<file path="config.mk">
export PLATFORM = sky130hd
export DESIGN_NAME = fuse_ecc_top
export DESIGN_NICKNAME = d
export VERILOG_FILES = /design/src/rtl/fuse_ecc_pkg.sv /design/src/rtl/fuse_secded_dec.sv /design/src/rtl/fuse_bank_state.sv /design/src/rtl/fuse_ecc_top.sv
export SDC_FILE = /design/constraint.sdc
export NUM_CORES = 1
export LEC_CHECK = 0
export CORE_ASPECT_RATIO = 1.2
export CORE_MARGIN = 10
export CORE_UTILIZATION = 46
export DETAILED_ROUTE_END_ITERATION = 16
export GPL_TIMING_DRIVEN = 0
export PLACE_DENSITY = 0.78
export SLEW_MARGIN = 30
export SYNTH_ARGS = -nofsm -noshare
export SYNTH_HDL_FRONTEND = slang
export SYNTH_HIERARCHICAL = 1
export SYNTH_SLANG_ARGS = --single-unit
</file>
<file path="constraint.sdc">
create_clock -name clk -period 2.9 [get_ports clk]
set_input_delay 0.435 -clock clk [delete_from_list [all_inputs] [get_ports clk]]
set_output_delay 0.435 -clock clk [all_outputs]
set_load 0.02 [all_outputs]
</file>
<file path="src/rtl/fuse_ecc_pkg.sv">
package fuse_ecc_pkg;

    localparam int DATA_W   = 20;
    localparam int HAM_W    = 5;
    localparam int SYN_W    = HAM_W + 1;
    localparam int WORD_W   = DATA_W + HAM_W + 1;
    localparam int LAST_POS = DATA_W + HAM_W;

    typedef struct packed {
        logic [DATA_W-1:0] data;
        logic [SYN_W-1:0]  syn;
        logic              single;
        logic              dbl;
    } dec_t;

    // Hamming position of data bit idx: the idx-th non power of two from 3 up
    function automatic int data_pos(input int idx);
        int cnt;
        int pos;
        cnt = 0;
        pos = 0;
        for (int p = 1; p <= LAST_POS; p++) begin
            if ((p & (p - 1)) != 0) begin
                if (cnt == idx) pos = p;
                cnt++;
            end
        end
        return pos;
    endfunction

endpackage

</file>
<file path="src/rtl/fuse_secded_dec.sv">
module fuse_secded_dec
    import fuse_ecc_pkg::*;
(
    input  logic [WORD_W-1:0] word,
    input  logic              en,
    output dec_t              res
);

    logic [LAST_POS:1] cw;
    logic [HAM_W-1:0]  hsyn;
    logic              par_err;
    logic              pos_ok;

    always_comb begin
        cw = '0;
        for (int i = 0; i < DATA_W; i++) cw[data_pos(i)] = word[i];
        for (int k = 0; k < HAM_W; k++) cw[1 << k] = word[DATA_W + k];
    end

    always_comb begin
        hsyn = '0;
        for (int p = 1; p <= LAST_POS; p++) begin
            for (int k = 0; k < HAM_W; k++) begin
                if (((p >> k) & 1) == 1) hsyn[k] = hsyn[k] ^ cw[p];
            end
        end
    end

    assign par_err = ^word;
    assign pos_ok  = int'(hsyn) <= LAST_POS;

    always_comb begin
        res = '0;
        for (int i = 0; i < DATA_W; i++) begin
            res.data[i] = word[i];
            if (en && par_err && int'(hsyn) == data_pos(i))
                res.data[i] = ~word[i];
        end
        if (en) begin
            res.syn    = {hsyn, par_err};
            res.single = par_err && pos_ok;
            res.dbl    = (!par_err && hsyn != '0) || (par_err && !pos_ok);
        end
    end

endmodule

</file>
<file path="src/rtl/fuse_bank_state.sv">
module fuse_bank_state
    import fuse_ecc_pkg::*;
(
    input  logic              clk,
    input  logic              rst,
    input  logic              load,
    input  logic              raw_rd,
    input  dec_t              res,
    input  logic [DATA_W-1:0] raw_data,
    input  logic              clr_se,
    input  logic              clr_de,
    output logic [DATA_W-1:0] data_q,
    output logic [SYN_W-1:0]  syn_q,
    output logic              se_q,
    output logic              de_q
);

    always_ff @(posedge clk) begin
        if (rst) begin
            data_q <= '0;
            syn_q  <= '0;
            se_q   <= 1'b0;
            de_q   <= 1'b0;
        end else begin
            if (load) begin
                data_q <= raw_rd ? raw_data : res.data;
                syn_q  <= res.syn;
            end
            if (load && res.single) se_q <= 1'b1;
            else if (clr_se)        se_q <= 1'b0;
            if (load && res.dbl)    de_q <= 1'b1;
            else if (clr_de)        de_q <= 1'b0;
        end
    end

endmodule

</file>
<file path="src/rtl/fuse_ecc_top.sv">
module fuse_ecc_top
    import fuse_ecc_pkg::*;
#(
    parameter int NUM_BANKS = 5
) (
    input  logic                          clk,
    input  logic                          rst,
    input  logic [NUM_BANKS*WORD_W-1:0]   fuse_bits,
    input  logic [NUM_BANKS-1:0]          ecc_en,
    input  logic                          raw_rd,
    input  logic                          load_req,
    input  logic [NUM_BANKS-1:0]          clr_se,
    input  logic [NUM_BANKS-1:0]          clr_de,
    input  logic                          irq_clr,
    input  logic                          mask_wr,
    input  logic                          mask_val,
    output logic [NUM_BANKS*DATA_W-1:0]   data_out,
    output logic [NUM_BANKS*SYN_W-1:0]    syndrome,
    output logic [NUM_BANKS-1:0]          se_flags,
    output logic [NUM_BANKS-1:0]          de_flags,
    output logic                          irq_pend,
    output logic                          irq_out
);

    logic [NUM_BANKS-1:0] err_v;
    logic                 mask_q;

    for (genvar b = 0; b < NUM_BANKS; b++) begin : g_bank
        dec_t res;

        fuse_secded_dec u_dec (
            .word (fuse_bits[b*WORD_W +: WORD_W]),
            .en   (ecc_en[b]),
            .res  (res)
        );

        fuse_bank_state u_state (
            .clk      (clk),
            .rst      (rst),
            .load     (load_req),
            .raw_rd   (raw_rd),
            .res      (res),
            .raw_data (fuse_bits[b*WORD_W +: DATA_W]),
            .clr_se   (clr_se[b]),
            .clr_de   (clr_de[b]),
            .data_q   (data_out[b*DATA_W +: DATA_W]),
            .syn_q    (syndrome[b*SYN_W +: SYN_W]),
            .se_q     (se_flags[b]),
            .de_q     (de_flags[b])
        );

        assign err_v[b] = res.single | res.dbl;
    end

    always_ff @(posedge clk) begin
        if (rst) begin
            irq_pend <= 1'b0;
            mask_q   <= 1'b1;
        end else begin
            if (load_req && err_v != '0) irq_pend <= 1'b1;
            else if (irq_clr)            irq_pend <= 1'b0;
            if (mask_wr) mask_q <= mask_val;
        end
    end

    assign irq_out = irq_pend & ~mask_q;

endmodule

</file>
Word level (Yosys, flattened, before mapping)
Cells that the tools add are included.

Register bits after elaboration: 142. Input port bits: 152. Output and inout port bits: 142. Logic and storage cells: 794.

Order comparisons: 5. Eq/ne operators: 100. Multiplexer cells: 132. Bitwise gates (word level): 367. Reduce and logical (&&, ||, !) cells: 168.

Operator list (number): 5-bit equality test (second input constant) (70); 1-bit XOR (260); 1-bit logical AND (131); 26-bit parity (5); 5-bit by 4-bit equality test with 1-bit output (second input constant) (25); 1-bit two-way mux (122); 1-bit NOT (101); 20-bit two-way mux (5); 8-bit two-way mux (5); 5-bit nonzero test (6); 5-bit by 3-bit equality test with 1-bit output (second input constant) (5); 5-bit less-or-equal comparator (second input constant) (5); 2-bit nonzero test (11); 1-bit logical NOT (10); 1-bit logical OR (5); 1-bit OR (5); 1-bit AND (1).

Depth between registers and ports, before layout
Gate-level depths: netlist of the first run.

Depth after elaboration: 21. Gate-level depth with buffers: 11. Depth with buffers taken out: 10.

Cells and area by module
Netlist of the first run, hierarchy kept.

Modules (own cells, without submodules): fuse_bank_state (instances 5, cells an instance 116, area an instance 1268.7 µm², sequential area each 560.5 µm²); fuse_secded_dec at g_bank[1].u_dec ... (instances 4, cells an instance 109, area an instance 1083.5 µm², sequential area each 0.0 µm²); fuse_secded_dec at g_bank[0].u_dec (instances 1, cells an instance 126, area an instance 1066.0 µm², sequential area each 0.0 µm²); fuse_ecc_top (instances 1, cells an instance 10, area an instance 107.6 µm², sequential area each 40.0 µm²).

Least setup slack after synthesis of the first run
Ideal clock, no wire load.

Path type: input-to-reg. From: in fuse_bits[121]. To: reg irq_pend. Library setup time: 0.124 ns. Arrival time: 2.943 ns. Required time: 2.776 ns. Slack: -0.167 ns. Stages: 10. Path buffers: 2. Cell sequence: buf_4 > xnor3_1 > xnor2_2 > xor2_1 > xnor3_2 > buf_2 > o211a_1 > or4_4 > o41ai_2 > a21oi_1.

RTL lines: start: declaration (line fuse_ecc_top.sv:8) `input logic [NUM_BANKS*WORD_W-1:0] fuse_bits,`; end signal: assignment (line fuse_ecc_top.sv:57) `irq_pend <= 1'b0;`; end signal: assignment (line fuse_ecc_top.sv:60) `if (load_req && err_v != '0) irq_pend <= 1'b1;`; end signal: assignment (line fuse_ecc_top.sv:61) `else if (irq_clr) irq_pend <= 1'b0;`; end: declaration (line fuse_ecc_top.sv:21) `output logic irq_pend,`.

==> results of run 1 <==
[final timing paths]
path	slack [ps]	startpoint	depth (start not counted)	endpoint
worst max-delay path	-210	fuse_bits[43]	10	irq_pend
worst min-delay path	410	fuse_bits[108]	3	g_bank[4].u_state/data_q[4]
worst max register to register	2130	g_bank[2].u_state/data_q[12]	2	g_bank[2].u_state/data_q[12]
worst min register to register	480	g_bank[4].u_state/se_q	2	g_bank[4].u_state/se_q
[cells in the mapped netlist (all sizes together) (4+ instances only)]
library cell	n	area share, %
or2b	4	0.25
xnor3	52	10
a21oi	12	0.51
dfxtp	142	24
nand4b	8	0.59
nor2b	4	0.21
nor4b	4	0.51
o211a	8	0.68
mux2i	133	11
inv	8	0.25
nor3	52	2.2
nor2	146	4.6
a211oi	100	11
nand2b	24	1.3
nand2	32	1.1
or2	8	0.51
nor4	36	3.8
xor2	114	8.4
xnor2	135	11
nand3	16	0.68
nand4	5	0.26
clkbuf	5	0.16
xor3	5	1.0
buf	64	3.8
and2	20	1.1
[routing by layer]
metal	part of all wire (%)	wire length (um)
met2	52	20500
met5	0	0
met1	40	15900
met3	5.7	2240
met4	2.2	884
[logic make-up (layout without fill, tap and decap cells)]
family	after synthesis	count (layout)	synth area share (%)
flip-flops	142	142	24.0
AND/OR/NAND/NOR	365	365	17.4
AO/OA/AOI/OAI	127	127	12.2
XOR/XNOR	306	306	30.7
multiplexers	134	134	11.4
buffers and inverters	78	472	4.29
[cell usage in the layout, fill, tap and decap left out, types with 5 or more instances in the layout]
master	Yosys	layout
nand2_1	28	28
a211oi_2	100	100
nand2b_1	24	22
xnor3_1	43	25
xor2_2	0	8
o211a_1	8	7
inv_6	0	5
dlymetal6s2s_1	0	14
buf_6	14	28
xor3_1	5	5
dlygate4sd2_1	0	50
a21oi_1	12	11
buf_4	19	86
xnor2_4	0	14
xnor3_2	9	27
nand4_1	5	5
clkdlybuf4s15_2	0	5
clkbuf_16	0	17
and2_1	20	19
nand4b_1	8	8
mux2i_1	132	130
clkdlybuf4s50_1	0	190
clkbuf_1	5	5
nor3_1	52	37
inv_1	8	8
xnor2_1	114	66
clkbuf_2	0	8
nand3_1	16	16
nor2_1	146	146
nor4_4	0	10
xnor2_2	21	55
xor2_1	114	104
nor3_2	0	12
buf_2	31	39
dfxtp_1	142	142
nor4_2	36	26
[worst max-delay path: stages]
cell and delay, ps:
dlygate4sd2_1 250, buf_6 120, xnor3_2 300, xnor3_2 470, xnor2_4 220, o211a_1 270, o211a_4 250, or4_4 540
o41ai_4 440, a21oi_1 110
[metrics by stage]
step / utilization (%) / instances
6_report: 67.4 / 1876
5_1_grt: 67.4 / 1876
4_1_cts: 65.5 / 1853
3_5_place_dp: 59.5 / 1770
3_3_place_gp: 59.5 / 1770
2_1_floorplan: - / 1152
[timing repair]
action | 4_1_cts | 5_1_grt
setup endpoints to repair | 100 | 58
setup buffers | 53 | 23
hold endpoints to repair | 0 | 0
pin swaps | 81 | 59
resized for setup | 250 | 96
[layout make-up]
cell class	count	area, um^2	area share [%]
plain buffers	68	524	3.05
clock buffers	18	429	2.50
clock inverters	14	181	1.06
inverters	9	33.8	0.197
multi-input cells	932	9390	54.7
flip-flops and latches	142	2840	16.6
well taps	330	413	2.40
repair buffers	363	3360	19.6
[state kept, by name, summed over array words and instances, names as in the netlist]
signal / count
irq_pend: 1
g_bank.u_state/syn_q: 30
g_bank.u_state/data_q: 100
mask_q: 1
g_bank.u_state/se_q: 5
g_bank.u_state/de_q: 5
[power by group through the flow]
stage	Sequential [mW]	Combinational, mW	Clock (mW)
CTS	2.30	6.97	2.41
global route	2.32	8.33	2.48
global placement	2.33	5.79	0
detailed placement	2.34	5.86	0
floorplan	2.58	4.00	0
finish	2.30	7.91	2.37
==> reports/qor.yml, run 1 <==
synth.distinct_cells: 45
start_util_pct: 46.5
switching_power_mw: 5.35
clock-sinks: 142
routed_wl_um: 39600
rsz0062_at_grt: "true"
first_iter_violations: 573
clockBufferDepth: 2
synth_async_sr_flop_share_pct: 0
irDropWorstVdd_mv: 0.425
path_clk_slew_ps: 70
p_int_mw: 7.23
cp-start-kind: "primary input"
grt_usage_pct: 22.6
first_pass_iters: 6
numCtsBuffers: 17
p_total_mw: 12.6
core_um2: 25500
gr-usage-met3_pct: 5.92
fin_crit_sh_pct: 107
final_area_um2: 17200
antenna_found_initial: 0
layout-drive-gt1-share_pct: 31.3
synth.avg_cell_area_um2: 10.3
busiest_layer: "met2"
seq_area_frac_synth_pct: 24.0
synth_edf_count: 0
fp-row-count: 64
end_kind: "flop"
power_frac_comb_pct: 62.9
dp_worst_setup_slack_ps: -1400
via_count: 10200
antenna_left: 0
worst_slack_ps: -212
portBuffers: 288
worstHoldPathType: "in -> reg"
top_level_ports: 294
timing.slew.headroom_pct: 56.0
netlist_area_um2: 11900
htreeDepth: 4
finalHoldViolCount: 0
die_x_um: 167
grt_pass1_wl_um: 60000
maxSlewViolCount: 0
finalClockSkew_ps: 0
nets: 1685
met2_usage_pct: 40.8
cts_root_buf: "clkbuf_16"
violations: "negative setup slack"
avgViaCountPerCell: 5.42
place_hpwl_um: 29000
synthToLayoutAreaGrowth_pct: 44.9
leakagePower_nw: 7.40
ctsHoldBuffers: 0
path_class: "in -> reg"
yosysWarnings: 6
path_max_fanout: 7
switching_share_pct: 42.5
grt-ovfl-total: 0
drc: 0
mappedNetlistNets: 1304
p_clk_share_pct: 18.8
power_density_nw_per_um2: 733
n_antenna_cell: 0
dpl_cell_area_um2: 15200
post-route-min-period_ps: 3110
grt_util_met1_pct: 25.5
maxCapViolCount: 0
setup_viol: 3
seqPwrFrac_pct: 18.3
cts_tree: "done"
arrival_ps: 3410
clkLatencyLatePin_ps: 430
synth_cells: 1152
die-area_um2: 32600
worstMarginPinSlew_ps: 658
place_congestion: 0.950
grt_pass1_vias: 10700
wire_per_inst_um: 21.1
crit_required_ps: 3200
fin_hold_ws_ps: 407
fin_setup_tns_ps: -282
die_height_um: 196
fill_cells: 1909
fmax_mhz: 321
synth_ff_type: "dfxtp_1"
status: "complete, but fails checks"
grt_max_degree: 17
yosys_register_bits: 142
(Power assumes the default switching activity.)
==> run 2: changes to the inputs <==
--- a/config.mk
+++ b/config.mk
@@ -6,11 +6,11 @@
 export NUM_CORES = 1
 export LEC_CHECK = 0
 export CORE_ASPECT_RATIO = 1.2
-export CORE_MARGIN = 10
-export CORE_UTILIZATION = 46
+export CORE_MARGIN = 8
+export CORE_UTILIZATION = 51
 export DETAILED_ROUTE_END_ITERATION = 16
 export GPL_TIMING_DRIVEN = 0
-export PLACE_DENSITY = 0.78
+export PLACE_DENSITY = 0.82
 export SLEW_MARGIN = 30
 export SYNTH_ARGS = -nofsm -noshare
 export SYNTH_HDL_FRONTEND = slang
==> constraint.sdc (replaced) <==
create_clock -name clk -period 3.5 [get_ports clk]
set_input_delay 0.525 -clock clk [delete_from_list [all_inputs] [get_ports clk]]
set_output_delay 0.525 -clock clk [all_outputs]
set_load 0.02 [all_outputs]
==> reports/qor.yml, run 2 (synthesis results as in run 1) <==
status: "finished, final reports clean"
slowest_delay_ps: 600  # +60 ps
nets: 1618  # -4.0%
first_iter_violations: 400  # -30%
n_antenna_cell: 0  # unchanged
worstMarginPinSlew_ps: 789  # +131 ps
maxSlewViolCount: 0  # unchanged
largest_reg_flops: 100  # unchanged
wire_per_inst_um: 19.5  # -7.7%
finalClockSkew_ps: 0  # unchanged
biggestRegsByFlops: "g_bank.u_state/data_q: 100 flops, g_bank.u_state/syn_q: 30 flops"
slowest_stage: "clkdlybuf4s50_1"
grt_pass1_vias: 10200  # -4.4%
cts_tree: "done"
leakagePower_nw: 6.59  # -11%
setup_viol: 0  # -3
place_hpwl_um: 27500  # -4.9%
die_x_um: 155  # -6.8%
fin_crit_sh_pct: 99.1
synthToLayoutAreaGrowth_pct: 34.8
grt_usage_pct: 24.2  # +1.5 points
layout-drive-gt1-share_pct: 20.8  # -11 points
antenna_left: 0  # unchanged
end_kind: "flop"
die-area_um2: 28400  # -13%
r2r_setup_slack_ps: 2760  # +630 ps
crit_path_cell_trace: "clkdlybuf4s50_1, xnor3_1, xnor3_1, xor2_1, xnor3_2, buf_2, o211a_1, or4_4, o41ai_2, a21oi_1"
fill_cells: 1750  # -8.3%
fp-row-count: 61  # -4.7%
via_count: 9678  # -4.8%
worstHoldPathType: "reg -> reg"
path_max_fanout: 10  # +3
clock-sinks: 142  # unchanged
cts_root_buf: "clkbuf_16"
place_congestion: 0.924  # -2.7%
final_common_cell: "clkdlybuf4s50_1"
power_density_nw_per_um2: 556  # -24%
maxCapViolCount: 0  # unchanged
irDropWorstVdd_mv: 0.334  # -21%
routed_wl_um: 34900  # -12%
top_register: "g_bank.u_state/data_q"
clkLatencyLatePin_ps: 420  # about the same
dpl_cell_area_um2: 15100  # -0.23%
grt_pass1_wl_um: 54600  # -8.9%
fin_hold_ws_ps: 476  # +69.2 ps
core_um2: 23000  # -9.8%
grt-ovfl-total: 0  # unchanged
first_pass_iters: 6  # unchanged
finalHoldViolCount: 0  # unchanged
drc: 0  # unchanged
utilization_pct: 69.5  # +2.1 points
antenna_found_initial: 1  # +1
crit_required_ps: 3760  # +560 ps
dp_worst_setup_slack_ps: -559  # +840 ps
p_total_mw: 8.88  # -29%
die_height_um: 183  # -6.6%
start_util_pct: 51.6  # +5.0 points
numCtsBuffers: 17  # unchanged
post-route-min-period_ps: 3470
crit_top_cell: "xnor3_1"
htreeDepth: 4  # unchanged
cp-start-kind: "primary input"
clockBufferDepth: 2  # unchanged
avgViaCountPerCell: 5.40  # -0.29%
portBuffers: 288  # unchanged
rsz0062_at_grt: "true"
path_class: "in -> reg"
layout_common_cells: "clkdlybuf4s50_1, nor2_1, dfxtp_1, mux2i_1, xor2_1"
timing.slew.headroom_pct: 47.0  # -9.0 points
fmax_mhz: 288
final_area_um2: 16000  # -7.0%
regArea_um2: 2840  # unchanged
grt_max_degree: 17  # unchanged
worst_slack_ps: 31.1  # +243 ps
path_clk_slew_ps: 50  # -20 ps
multi_input_area_um2: 8690  # -7.4%
arrival_ps: 3730  # +320 ps
top_level_ports: 294  # unchanged
[run 2: cell count changes in the layout (fill, tap and decap cells not counted), sizes merged]
cell           delta
clkbuf            -7
clkdlybuf4s15     -7
inv               -5
clkinv            +1
buf              -85
dlygate4sd2      -50
dlymetal6s2s      -6
clkdlybuf4s50    +89
[run 2: cell type report]
class | instances | area share, %
Clock buffer | 19 | 2.77
Multi-Input combinational cell | 932 | 54.4
Timing Repair Buffer | 295 | 18.5
Sequential cell | 142 | 17.8
Tap cell | 315 | 2.47
Clock inverter | 10 | 0.893
Buffer | 69 | 2.98
Inverter | 9 | 0.211
[run 2: path summary, 6_finish.rpt]
kind / from / end / cells after the start
max reg2reg: mask_q / mask_q / 2
min: g_bank[1].u_state/de_q / g_bank[1].u_state/de_q / 2
max: fuse_bits[112] / irq_pend / 10
min reg2reg: g_bank[1].u_state/de_q / g_bank[1].u_state/de_q / 2
[run 2: what timing repair did]
| action | in CTS | in global routing |
|---|---|---|
| buffers inserted | 2 | 5 |
| endpoints found under the setup margin | 1 | 5 |
| hold buffers | 0 | 0 |
| pin swaps | 1 | 10 |
| gates resized for setup | 14 | 26 |
[run 2: critical path: cells and delay by family]
family	cells	cell delay [ps]
AO/OA/AOI/OAI	3	640
buffers and inverters	2	800
AND/OR/NAND/NOR	1	550
XOR/XNOR	4	1200
[run 2: per-stage QoR]
stage	TNS (ps)	instances
final	0	1791
after global routing	-29.5	1791
after CTS	0	1786
after detailed placement	-5210	1755
after global placement	-3310	1755
after floorplan	0	1152
[run 2: power by group]
part	leakage, nW	internal (mW)	switching [mW]	total [mW]
Clock	0.273	1.13	0.700	1.83
Sequential	1.18	1.80	0.107	1.90
Combinational	5.14	2.24	2.91	5.15
[run 2: per-layer routing]
| layer | global-route usage (%) | share of wire [%] | vias to the layer above |
|---|---|---|---|
| met3 | 5.49 | 6.0 | 65 |
| met1 | 26.9 | 40 | 4646 |
| li1 | - | - | 4664 |
| met2 | 43.2 | 51 | 301 |
| met5 | 0 | 0.037 | - |
| met4 | 10.9 | 3.3 | 2 |
